==> config.mk <==
export PLATFORM = sky130hd
export DESIGN_NAME = wkalarm_cmp
export DESIGN_NICKNAME = d
export VERILOG_FILES = /design/src/rtl/wka_pkg.sv /design/src/rtl/wka_regs.sv /design/src/rtl/wka_match.sv /design/src/rtl/wka_flag.sv /design/src/rtl/wkalarm_cmp.sv
export SDC_FILE = /design/constraint.sdc
export NUM_CORES = 1
export LEC_CHECK = 0
export BUFFER_PORTS_ARGS = -buffer_cell sky130_fd_sc_hd__clkbuf_2
export CAP_MARGIN = 40
export CORE_ASPECT_RATIO = 1.1
export CORE_MARGIN = 4
export CORE_UTILIZATION = 44
export CTS_CLUSTER_SIZE = 30
export DETAILED_ROUTE_END_ITERATION = 8
export HOLD_SLACK_MARGIN = 0.12
export PLACE_DENSITY = 0.72
export SYNTH_ARGS = -nofsm -noshare
export SYNTH_HDL_FRONTEND = slang
export SYNTH_HIERARCHICAL = 1
export SYNTH_SLANG_ARGS = --single-unit
==> constraint.sdc <==
create_clock -name clk -period 1.7 [get_ports clk]
set_clock_uncertainty 0.2 [all_clocks]
set_input_delay 0.34 -clock clk [delete_from_list [all_inputs] [get_ports clk]]
set_output_delay 0.34 -clock clk [all_outputs]
set_load 0.02 [all_outputs]
==> src/rtl/wka_pkg.sv <==
`timescale 1ns/1ps
package wka_pkg;
  localparam int MIN_W  = 7;
  localparam int HOUR_W = 6;
  localparam int DAYS   = 7;

  // minute is BCD 00..59
  function automatic logic bcd_min_ok(input logic [MIN_W-1:0] m);
    return (m[3:0] < 4'd10) && (m[6:4] < 3'd6);
  endfunction

  // hour in 24h mode: 00..23 ; in 12h mode: bit5 = pm, bits4..0 = 01..12
  function automatic logic bcd_hour_ok(input logic [HOUR_W-1:0] h, input logic is24);
    logic units_ok;
    units_ok = (h[3:0] < 4'd10);
    if (is24)
      return units_ok && ((h[5:4] < 2'd2) || (h[5:4] == 2'd2 && h[3:0] < 4'd4));
    else
      return units_ok && ((!h[4] && h[3:0] != 4'd0) || (h[4] && h[3:0] < 4'd3));
  endfunction
endpackage

==> src/rtl/wka_regs.sv <==
`timescale 1ns/1ps
module wka_regs
  import wka_pkg::*;
#(
  parameter int ADDR_W = 4,
  parameter int DATA_W = 8,
  parameter logic [ADDR_W-1:0] MIN_OFS  = 'h8,
  parameter logic [ADDR_W-1:0] HOUR_OFS = 'h9,
  parameter logic [ADDR_W-1:0] MASK_OFS = 'hA
) (
  input  logic              clk,
  input  logic [ADDR_W-1:0] addr,
  input  logic [DATA_W-1:0] wdata,
  input  logic              we,
  output logic [MIN_W-1:0]  alm_min,
  output logic [HOUR_W-1:0] alm_hour,
  output logic [DAYS-1:0]   alm_mask
);
  // alarm settings are deliberately not reset
  logic wr_min, wr_hour, wr_mask;
  assign wr_min  = we && (addr == MIN_OFS);
  assign wr_hour = we && (addr == HOUR_OFS);
  assign wr_mask = we && (addr == MASK_OFS);

  always_ff @(posedge clk) begin
    if (wr_min)  alm_min  <= wdata[MIN_W-1:0];
    if (wr_hour) alm_hour <= wdata[HOUR_W-1:0];
    if (wr_mask) alm_mask <= wdata[DAYS-1:0];
  end
endmodule

==> src/rtl/wka_match.sv <==
`timescale 1ns/1ps
module wka_match
  import wka_pkg::*;
#(
  parameter int DOW_W = 3
) (
  input  logic              tick,
  input  logic              mode_24,
  input  logic [MIN_W-1:0]  now_min,
  input  logic [HOUR_W-1:0] now_hour,
  input  logic [DOW_W-1:0]  now_dow,
  input  logic [MIN_W-1:0]  alm_min,
  input  logic [HOUR_W-1:0] alm_hour,
  input  logic [DAYS-1:0]   alm_mask,
  output logic              min_ok,
  output logic              hour_ok,
  output logic              day_ok,
  output logic              hit
);
  logic [DAYS-1:0] day_sel;

  generate
    for (genvar d = 0; d < DAYS; d++) begin : g_day
      assign day_sel[d] = alm_mask[d] && (now_dow == DOW_W'(d));
    end
  endgenerate

  assign min_ok  = bcd_min_ok(alm_min);
  assign hour_ok = bcd_hour_ok(alm_hour, mode_24);
  assign day_ok  = |day_sel;
  assign hit     = tick && min_ok && hour_ok && day_ok
                   && (alm_min == now_min) && (alm_hour == now_hour);
endmodule

==> src/rtl/wka_flag.sv <==
`timescale 1ns/1ps
module wka_flag (
  input  logic clk,
  input  logic rst_n,
  input  logic set,
  input  logic clr,
  input  logic en,
  output logic flag,
  output logic irq_n
);
  always_ff @(posedge clk or negedge rst_n) begin
    if (!rst_n)   flag <= 1'b0;
    else if (set) flag <= 1'b1;   // a new match outranks a clear
    else if (clr) flag <= 1'b0;
  end

  assign irq_n = !(flag && en);

  AST_FLAG_HOLDS: assert property (@(posedge clk) disable iff (!rst_n)
    flag && !clr |=> flag);
  AST_CLEAR_DROPS: assert property (@(posedge clk) disable iff (!rst_n)
    clr && !set |=> !flag);
  AST_SET_WINS: assert property (@(posedge clk) disable iff (!rst_n)
    set |=> flag);
endmodule

==> src/rtl/wkalarm_cmp.sv <==
`timescale 1ns/1ps
module wkalarm_cmp
  import wka_pkg::*;
#(
  parameter int ADDR_W = 4,
  parameter int DATA_W = 8,
  parameter int DOW_W  = 3,
  parameter logic [ADDR_W-1:0] MIN_OFS  = 'h8,
  parameter logic [ADDR_W-1:0] HOUR_OFS = 'h9,
  parameter logic [ADDR_W-1:0] MASK_OFS = 'hA,
  parameter logic [ADDR_W-1:0] CTL_OFS  = 'hB
) (
  input  logic              clk,
  input  logic              rst_n,
  input  logic [ADDR_W-1:0] reg_addr,
  input  logic [DATA_W-1:0] reg_wdata,
  input  logic              reg_we,
  output logic [DATA_W-1:0] reg_rdata,
  input  logic [MIN_W-1:0]  now_min,
  input  logic [HOUR_W-1:0] now_hour,
  input  logic              mode_24,
  input  logic [DOW_W-1:0]  now_dow,
  input  logic              min_tick,
  input  logic              alm_en,
  output logic              alm_flag,
  output logic              alm_irq_n
);
  logic [MIN_W-1:0]  alm_min;
  logic [HOUR_W-1:0] alm_hour;
  logic [DAYS-1:0]   alm_mask;
  logic min_ok, hour_ok, day_ok, match_hit, flag_clr;

  wka_regs #(
    .ADDR_W(ADDR_W), .DATA_W(DATA_W),
    .MIN_OFS(MIN_OFS), .HOUR_OFS(HOUR_OFS), .MASK_OFS(MASK_OFS)
  ) u_regs (
    .clk(clk), .addr(reg_addr), .wdata(reg_wdata), .we(reg_we),
    .alm_min(alm_min), .alm_hour(alm_hour), .alm_mask(alm_mask)
  );

  wka_match #(.DOW_W(DOW_W)) u_match (
    .tick(min_tick), .mode_24(mode_24),
    .now_min(now_min), .now_hour(now_hour), .now_dow(now_dow),
    .alm_min(alm_min), .alm_hour(alm_hour), .alm_mask(alm_mask),
    .min_ok(min_ok), .hour_ok(hour_ok), .day_ok(day_ok), .hit(match_hit)
  );

  assign flag_clr = reg_we && (reg_addr == CTL_OFS) && !reg_wdata[0];

  wka_flag u_flag (
    .clk(clk), .rst_n(rst_n), .set(match_hit), .clr(flag_clr),
    .en(alm_en), .flag(alm_flag), .irq_n(alm_irq_n)
  );

  always_comb begin
    reg_rdata = '0;
    case (reg_addr)
      MIN_OFS:  reg_rdata[MIN_W-1:0]  = alm_min;
      HOUR_OFS: reg_rdata[HOUR_W-1:0] = alm_hour;
      MASK_OFS: reg_rdata[DAYS-1:0]   = alm_mask;
      CTL_OFS:  reg_rdata[0]          = alm_flag;
      default:  reg_rdata = '0;
    endcase
  end

  AST_RISE_NEEDS_TICK: assert property (@(posedge clk) disable iff (!rst_n)
    $rose(alm_flag) |-> $past(min_tick));
  AST_MASK_OFF_SILENT: assert property (@(posedge clk) disable iff (!rst_n)
    (alm_mask == '0) && !alm_flag |=> !alm_flag);
  AST_BAD_MIN_SILENT: assert property (@(posedge clk) disable iff (!rst_n)
    !bcd_min_ok(alm_min) && !alm_flag |=> !alm_flag);
  AST_HOUR_TOP_ZERO: assert property (@(posedge clk) disable iff (!rst_n)
    (reg_addr == HOUR_OFS) |-> (reg_rdata[7:6] == 2'b00));
  AST_IRQ_IDLE: assert property (@(posedge clk) disable iff (!rst_n)
    !alm_flag |-> alm_irq_n);
endmodule

==> results of run 1 <==
-- cells by family after synthesis --
family | Yosys count | synth area share [%]
simple gates | 35 | 20.3
other cells | 1 | 0.298
mux | 5 | 6.07
compound gates | 19 | 11.1
buf+inv | 6 | 3.38
xor+xnor | 13 | 9.05
flops | 21 | 49.8
-- stage by stage --
| stage | setup TNS [ns] | area [um^2] |
|---|---|---|
| 3_3_place_gp | -2.14 | 1620 |
| 4_1_cts | -1.07 | 1900 |
| 2_1_floorplan | -0.154 | 1270 |
| 5_1_grt | -1.31 | 1930 |
| 6_report | -0.872 | 1930 |
| 3_5_place_dp | -2.89 | 1620 |
-- registers in the layout, summed over array words and instances (netlist names) --
| register | count |
|---|---|
| u_flag/flag | 1 |
| u_regs/alm_hour | 6 |
| u_regs/alm_min | 7 |
| u_regs/alm_mask | 7 |
-- worst paths after layout --
| kind | start | end | slack, ns | cells past startpoint |
|---|---|---|---|---|
| max | u_regs/alm_mask[0] | reg_rdata[0] | -0.28 | 3 |
| min | rst_n | u_flag/flag | 0.16 | 2 |
| max reg2reg | u_regs/alm_mask[0] | u_flag/flag | -0.18 | 5 |
| min reg2reg | u_flag/flag | u_flag/flag | 0.44 | 2 |
| max in group asynchronous | rst_n | u_flag/flag | 1.06 | 2 |
| min in group clk | reg_we | u_flag/flag | 0.27 | 5 |
-- layout by cell type (no fill, tap or decap), types with 2 or more instances in the layout --
cell type | netlist | layout
clkbuf_2 | 0 | 33
nand3b_1 | 2 | 2
clkbuf_4 | 0 | 3
nor2b_4 | 1 | 5
nor2b_1 | 6 | 2
mux4_2 | 2 | 2
dlygate4sd3_1 | 0 | 8
nand2b_4 | 4 | 4
nor2_1 | 5 | 5
o21ai_1 | 1 | 2
mux2i_1 | 2 | 2
edfxtp_1 | 20 | 20
nor4b_2 | 2 | 2
nand2b_1 | 3 | 3
nor4_1 | 4 | 3
o21a_1 | 2 | 2
nand2_1 | 4 | 4
xor2_1 | 12 | 12
buf_4 | 1 | 37
a211oi_2 | 0 | 11
-- power breakdown --
part | switching, W | total, W | internal (W)
registers | 0.00000579 | 0.000582 | 0.000576
logic | 0.000102 | 0.000223 | 0.000121
clock network | 0.000139 | 0.000226 | 0.0000874
total | 0.000247 | 0.00103 | 0.000785
-- timing repair --
item                                    in CTS  in global routing
pin swaps                                   11                  5
buffers inserted                            11                  0
gates cloned                                 0                  0
endpoints found under the setup margin       8                  8
resized for setup                           24                 13
endpoints found under the hold margin       21                  0
hold buffers                                 8                  0
-- layer usage --
metal	GRT usage (%)	share of wire, %
met1	20.7	37
met5	0	0
met4	9.07	2.4
met3	3.23	4.5
met2	34.1	56
-- worst register-to-register path: cells and delay by family, from the launching register on --
family                 cells  cell delay (ns)
muxes                      2             0.70
AOI/OAI and AO/OA          1             0.15
DFF                        1             0.41
and+or+nand+nor            1             0.17
buffers and inverters      1             0.15
-- layout make-up --
class | instances | area share, %
clock inverter | 1 | 0.260
clock buffer | 3 | 1.17
sequential | 21 | 32.5
multi-input combinational | 73 | 35.8
timing repair buffer | 79 | 27.9
inverter | 1 | 0.195
tap | 33 | 2.14
==> results_dict.tcl, run 1 <==
set metrics [dict create \
    avgSynthCellArea_um2 12.6 \
    rsz0062_at_grt "yes" \
    hold_viol_final 0 \
    drt_iter0_markers 54 \
    leakagePower_nw 0.816 \
    grt_use_total_pct 18.9 \
    cts_buffers 3 \
    dieArea_mm2 0.00378 \
    required_ns 1.16 \
    gp_congestion 0.764 \
    min_period_ns 1.98 \
    synthesis.nets 134 \
    regArea_um2 626 \
    netlist_instances 100 \
    synth_area_leaders "edfxtp_1 48%, xor2_1 8.4%, a211oi_1 6.6%" \
    cp_max_fo 2 \
    ios 44 \
    holdWs_ns 0.156 \
    violations "setup timing" \
    grt_pass1_vias 1168 \
    cp.arrival_ns 1.44 \
    dp.cells 188 \
    async_flop_share_pct 4.76 \
    drt_wl_total_mm 3.25 \
    synthFlopType "edfxtp_1" \
    overflow 0 \
    synth_edf_count 20 \
    clk_pin_slew_worst_paths_ns 0.11 \
    final_core_util_pct 70.0 \
    clock_latency_ns 0.29 \
    crit_slowest_cell "mux4_2" \
    worstSetupPathType "reg2out" \
    synth_area_mm2 0.00126 \
    rows 20 \
    power_density_mw_per_mm2 536 \
    clock_sinks 21 \
    layoutNonFillerInstCount 211 \
    clockBufferDepth 2 \
    grt_max_degree 21 \
    path_cells "mux4_2 > nor2b_4 > buf_8" \
    drv_slew 0 \
    antenna_found_initial 0 \
    vias_per_cell 5.16 \
    synth.top_cells.by_count "20 x edfxtp_1, 12 x xor2_1, 11 x a211oi_1" \
    crit_family "multiplexers" \
    htreeDepth 1 \
    yosysTopAreaCell "edfxtp_1" \
    fin_nets 213 \
    die-width_um 59.0 \
    diodes 0 \
    die_h_um 64.1 \
    multi_input_area_um2 689 \
    final_antenna_net_count 0 \
    yosysMostFrequentCell "edfxtp_1" \
    setup_slack_ns -0.284 \
    cts_tree "done" \
    hpwl_mm 2.51 \
    pre_cts_ws_ns -0.211 \
    cp-start-kind "register" \
    power_w 0.00103 \
    yosysWarningCount 6 \
    wl_per_cell_um 15.4 \
    vias 1089 \
    hold_class "in2async" \
    firstDrtPassIters 4 \
    vdd_drop_max_mv 0.676 \
    fmax_mhz 504 \
    grt_pass1_wl_mm 5.29 \
    slowest_delay_ns 0.48 \
    drc 0 \
    root_buffer "clkbuf_4" \
    synth_cell_type_count 33 \
    critPathBufInv 1 \
    endpoint_kind "output pin" \
    status "complete, but fails checks" \
    coreArea_mm2 0.00275 \
    synth_seq_area_share_pct 49.8 \
    start_util_pct 45.7 \
    fin_crit_sh_pct 117 \
    drive_above_1_share_pct 57.9 \
    synth_top_area_share_pct 47.8 \
    ys_ff_latch 21 \
    n_fill_cell 194 \
    portBuffers 41 \
    finalSetupViolCount 7 \
    maxCapViolCount 0 \
    area_growth_pct 53.1 \
]
(Power assumes the default switching activity.)
==> run 2: changes to the inputs <==
--- a/config.mk
+++ b/config.mk
@@ -13,7 +13,7 @@
 export CTS_CLUSTER_SIZE = 30
 export DETAILED_ROUTE_END_ITERATION = 8
 export HOLD_SLACK_MARGIN = 0.12
-export PLACE_DENSITY = 0.72
+export PLACE_DENSITY = 0.75
 export SYNTH_ARGS = -nofsm -noshare
 export SYNTH_HDL_FRONTEND = slang
 export SYNTH_HIERARCHICAL = 1
==> run 2 against run 1 <==
Against the previous run: sequential share of layout area shrank 0.66 points; sequential power hardly changed; final cell count increased by 3.3%; critical path depth did not move; global-route usage about the same; routed wire length grew 6.2%; count of clock-buffer cells in the layout increased by 1; clock power grew 4%; combinational power rose by 2%; non-clock buffer count increased by 7; die area did not move; via count up 2.9%; the run still ends with setup timing left.
==> results_dict.tcl, run 2 (synthesized netlist as in run 1, its figures left out) <==
set metrics [dict create \
    cp-start-kind "register" \
    fin_nets 220 \
    rrSetupSlack_ns -0.21 \
    leakagePower_nw 0.838 \
    vias_per_cell 5.14 \
    area_growth_pct 56.3 \
    rsz0062_at_grt "yes" \
    die-width_um 59.0 \
    setup_slack_ns -0.276 \
    top_regs "u_regs/alm_mask: 7 flops, u_regs/alm_min: 7 flops, u_regs/alm_hour: 6 flops" \
    wl_per_cell_um 15.8 \
    ff2ff_path_depth 5 \
    status "complete, but fails checks" \
    final_common_cell "buf_4" \
    cts_tree "done" \
    dieArea_mm2 0.00378 \
    layoutNonFillerInstCount 218 \
    required_ns 1.16 \
    die_h_um 64.1 \
    gp_congestion 0.784 \
    coreArea_mm2 0.00275 \
    root_buffer "clkbuf_4" \
    hold_viol_final 0 \
    clock_latency_ns 0.29 \
    drv_slew 0 \
    cp.arrival_ns 1.44 \
    grt_use_total_pct 18.9 \
    htreeDepth 1 \
    vias 1121 \
    start_util_pct 45.7 \
    grt_pass1_vias 1189 \
    portBuffers 41 \
    drc 0 \
    r2r-end "u_flag/flag" \
    rows 20 \
    ios 44 \
    holdWs_ns 0.141 \
    diodes 0 \
    vdd_drop_max_mv 0.485 \
    clk_pin_slew_worst_paths_ns 0.11 \
    cp_max_fo 2 \
    maxCapViolCount 0 \
    final_core_util_pct 71.4 \
    fmax_mhz 506 \
    hpwl_mm 2.42 \
    drt_iter0_markers 43 \
    drt_wl_total_mm 3.46 \
    overflow 0 \
    fin_crit_sh_pct 116 \
    min_period_ns 1.98 \
    worstSetupPathType "reg2out" \
    layout_common_cells "39 x buf_4, 34 x clkbuf_2, 20 x edfxtp_1, 12 x xor2_1" \
    hold_class "in2async" \
    antenna_found_initial 0 \
    grt_max_degree 12 \
    dp.cells 190 \
    cts_buffers 3 \
    clockBufferDepth 2 \
    drive_above_1_share_pct 57.3 \
    grt_pass1_wl_mm 5.47 \
    worstReg2RegStart "u_regs/alm_mask[1]" \
    violations "setup timing" \
    endpoint_kind "output pin" \
    finalSetupViolCount 8 \
    firstDrtPassIters 4 \
    power_density_mw_per_mm2 531 \
    final_antenna_net_count 0 \
    clock_sinks 21 \
]
## run 2: cell count changes in the layout (fill, tap and decap cells not counted), sizes merged
cell / previous run / this run
buf: 38 / 43
clkbuf: 36 / 39
clkinv: 1 / 0
## run 2: critical path, stage by stage, from the launching register on
cell and delay (ns):
edfxtp_1 0.42, mux4_2 0.46, nor2b_4 0.14, buf_8 0.12
## run 2: worst max path at each step
stage | from | end | slack, ns | cells past startpoint
2_1_floorplan | reg_addr[2] | reg_rdata[2] | -0.06 | 3
3_3_place_gp | now_dow[0] | u_flag/flag | -0.12 | 5
3_5_place_dp | now_dow[0] | u_flag/flag | -0.16 | 5
4_1_cts | u_regs/alm_min[0] | reg_rdata[0] | -0.31 | 3
5_1_grt | u_regs/alm_min[0] | reg_rdata[0] | -0.36 | 3
6_report | u_regs/alm_min[0] | reg_rdata[0] | -0.28 | 3
## run 2: repair_timing
action / CTS / global route
resized for setup: 19 / 12
setup buffers: 14 / 2
hold endpoints to repair: 21 / 0
pin swaps: 10 / 1
hold buffers: 8 / 0
endpoints found under the setup margin: 8 / 8
## run 2: area by class of cell
| cell class | instances | area, um^2 |
|---|---|---|
| clock buffer | 4 | 26.3 |
| multi-input combinational | 73 | 669 |
| tap | 33 | 41.3 |
| fill | 202 | 787 |
| timing repair buffer | 86 | 599 |
| inverter | 1 | 3.75 |
| sequential | 21 | 626 |
## run 2: through the flow
stage,power [W],cell area [um^2],TNS [ns],setup slack (ns)
final,0.00104,1970,-1.19,-0.276
after global routing,0.00110,1970,-1.76,-0.359
after CTS,0.00104,1920,-1.24,-0.308
after detailed placement,0.000774,1640,-1.03,-0.160
after global placement,0.000768,1640,-0.420,-0.123
after floorplan,0.000686,1270,-0.154,-0.0646
## run 2: where the power goes
part / switching, W / internal (W) / leakage, nW
Clock: 0.000143 / 0.0000911 / 0.0150
Sequential: 0.00000599 / 0.000576 / 0.195
Combinational: 0.000104 / 0.000124 / 0.628
Total: 0.000253 / 0.000791 / 0.838
## run 2: per-layer routing
| metal | routed length (um) | GRT usage, % |
|---|---|---|
| met1 | 1320 | 24.0 |
| met2 | 1920 | 33.3 |
| met3 | 175 | 2.42 |
| met4 | 37 | 4.82 |
| met5 | 0 | 0 |
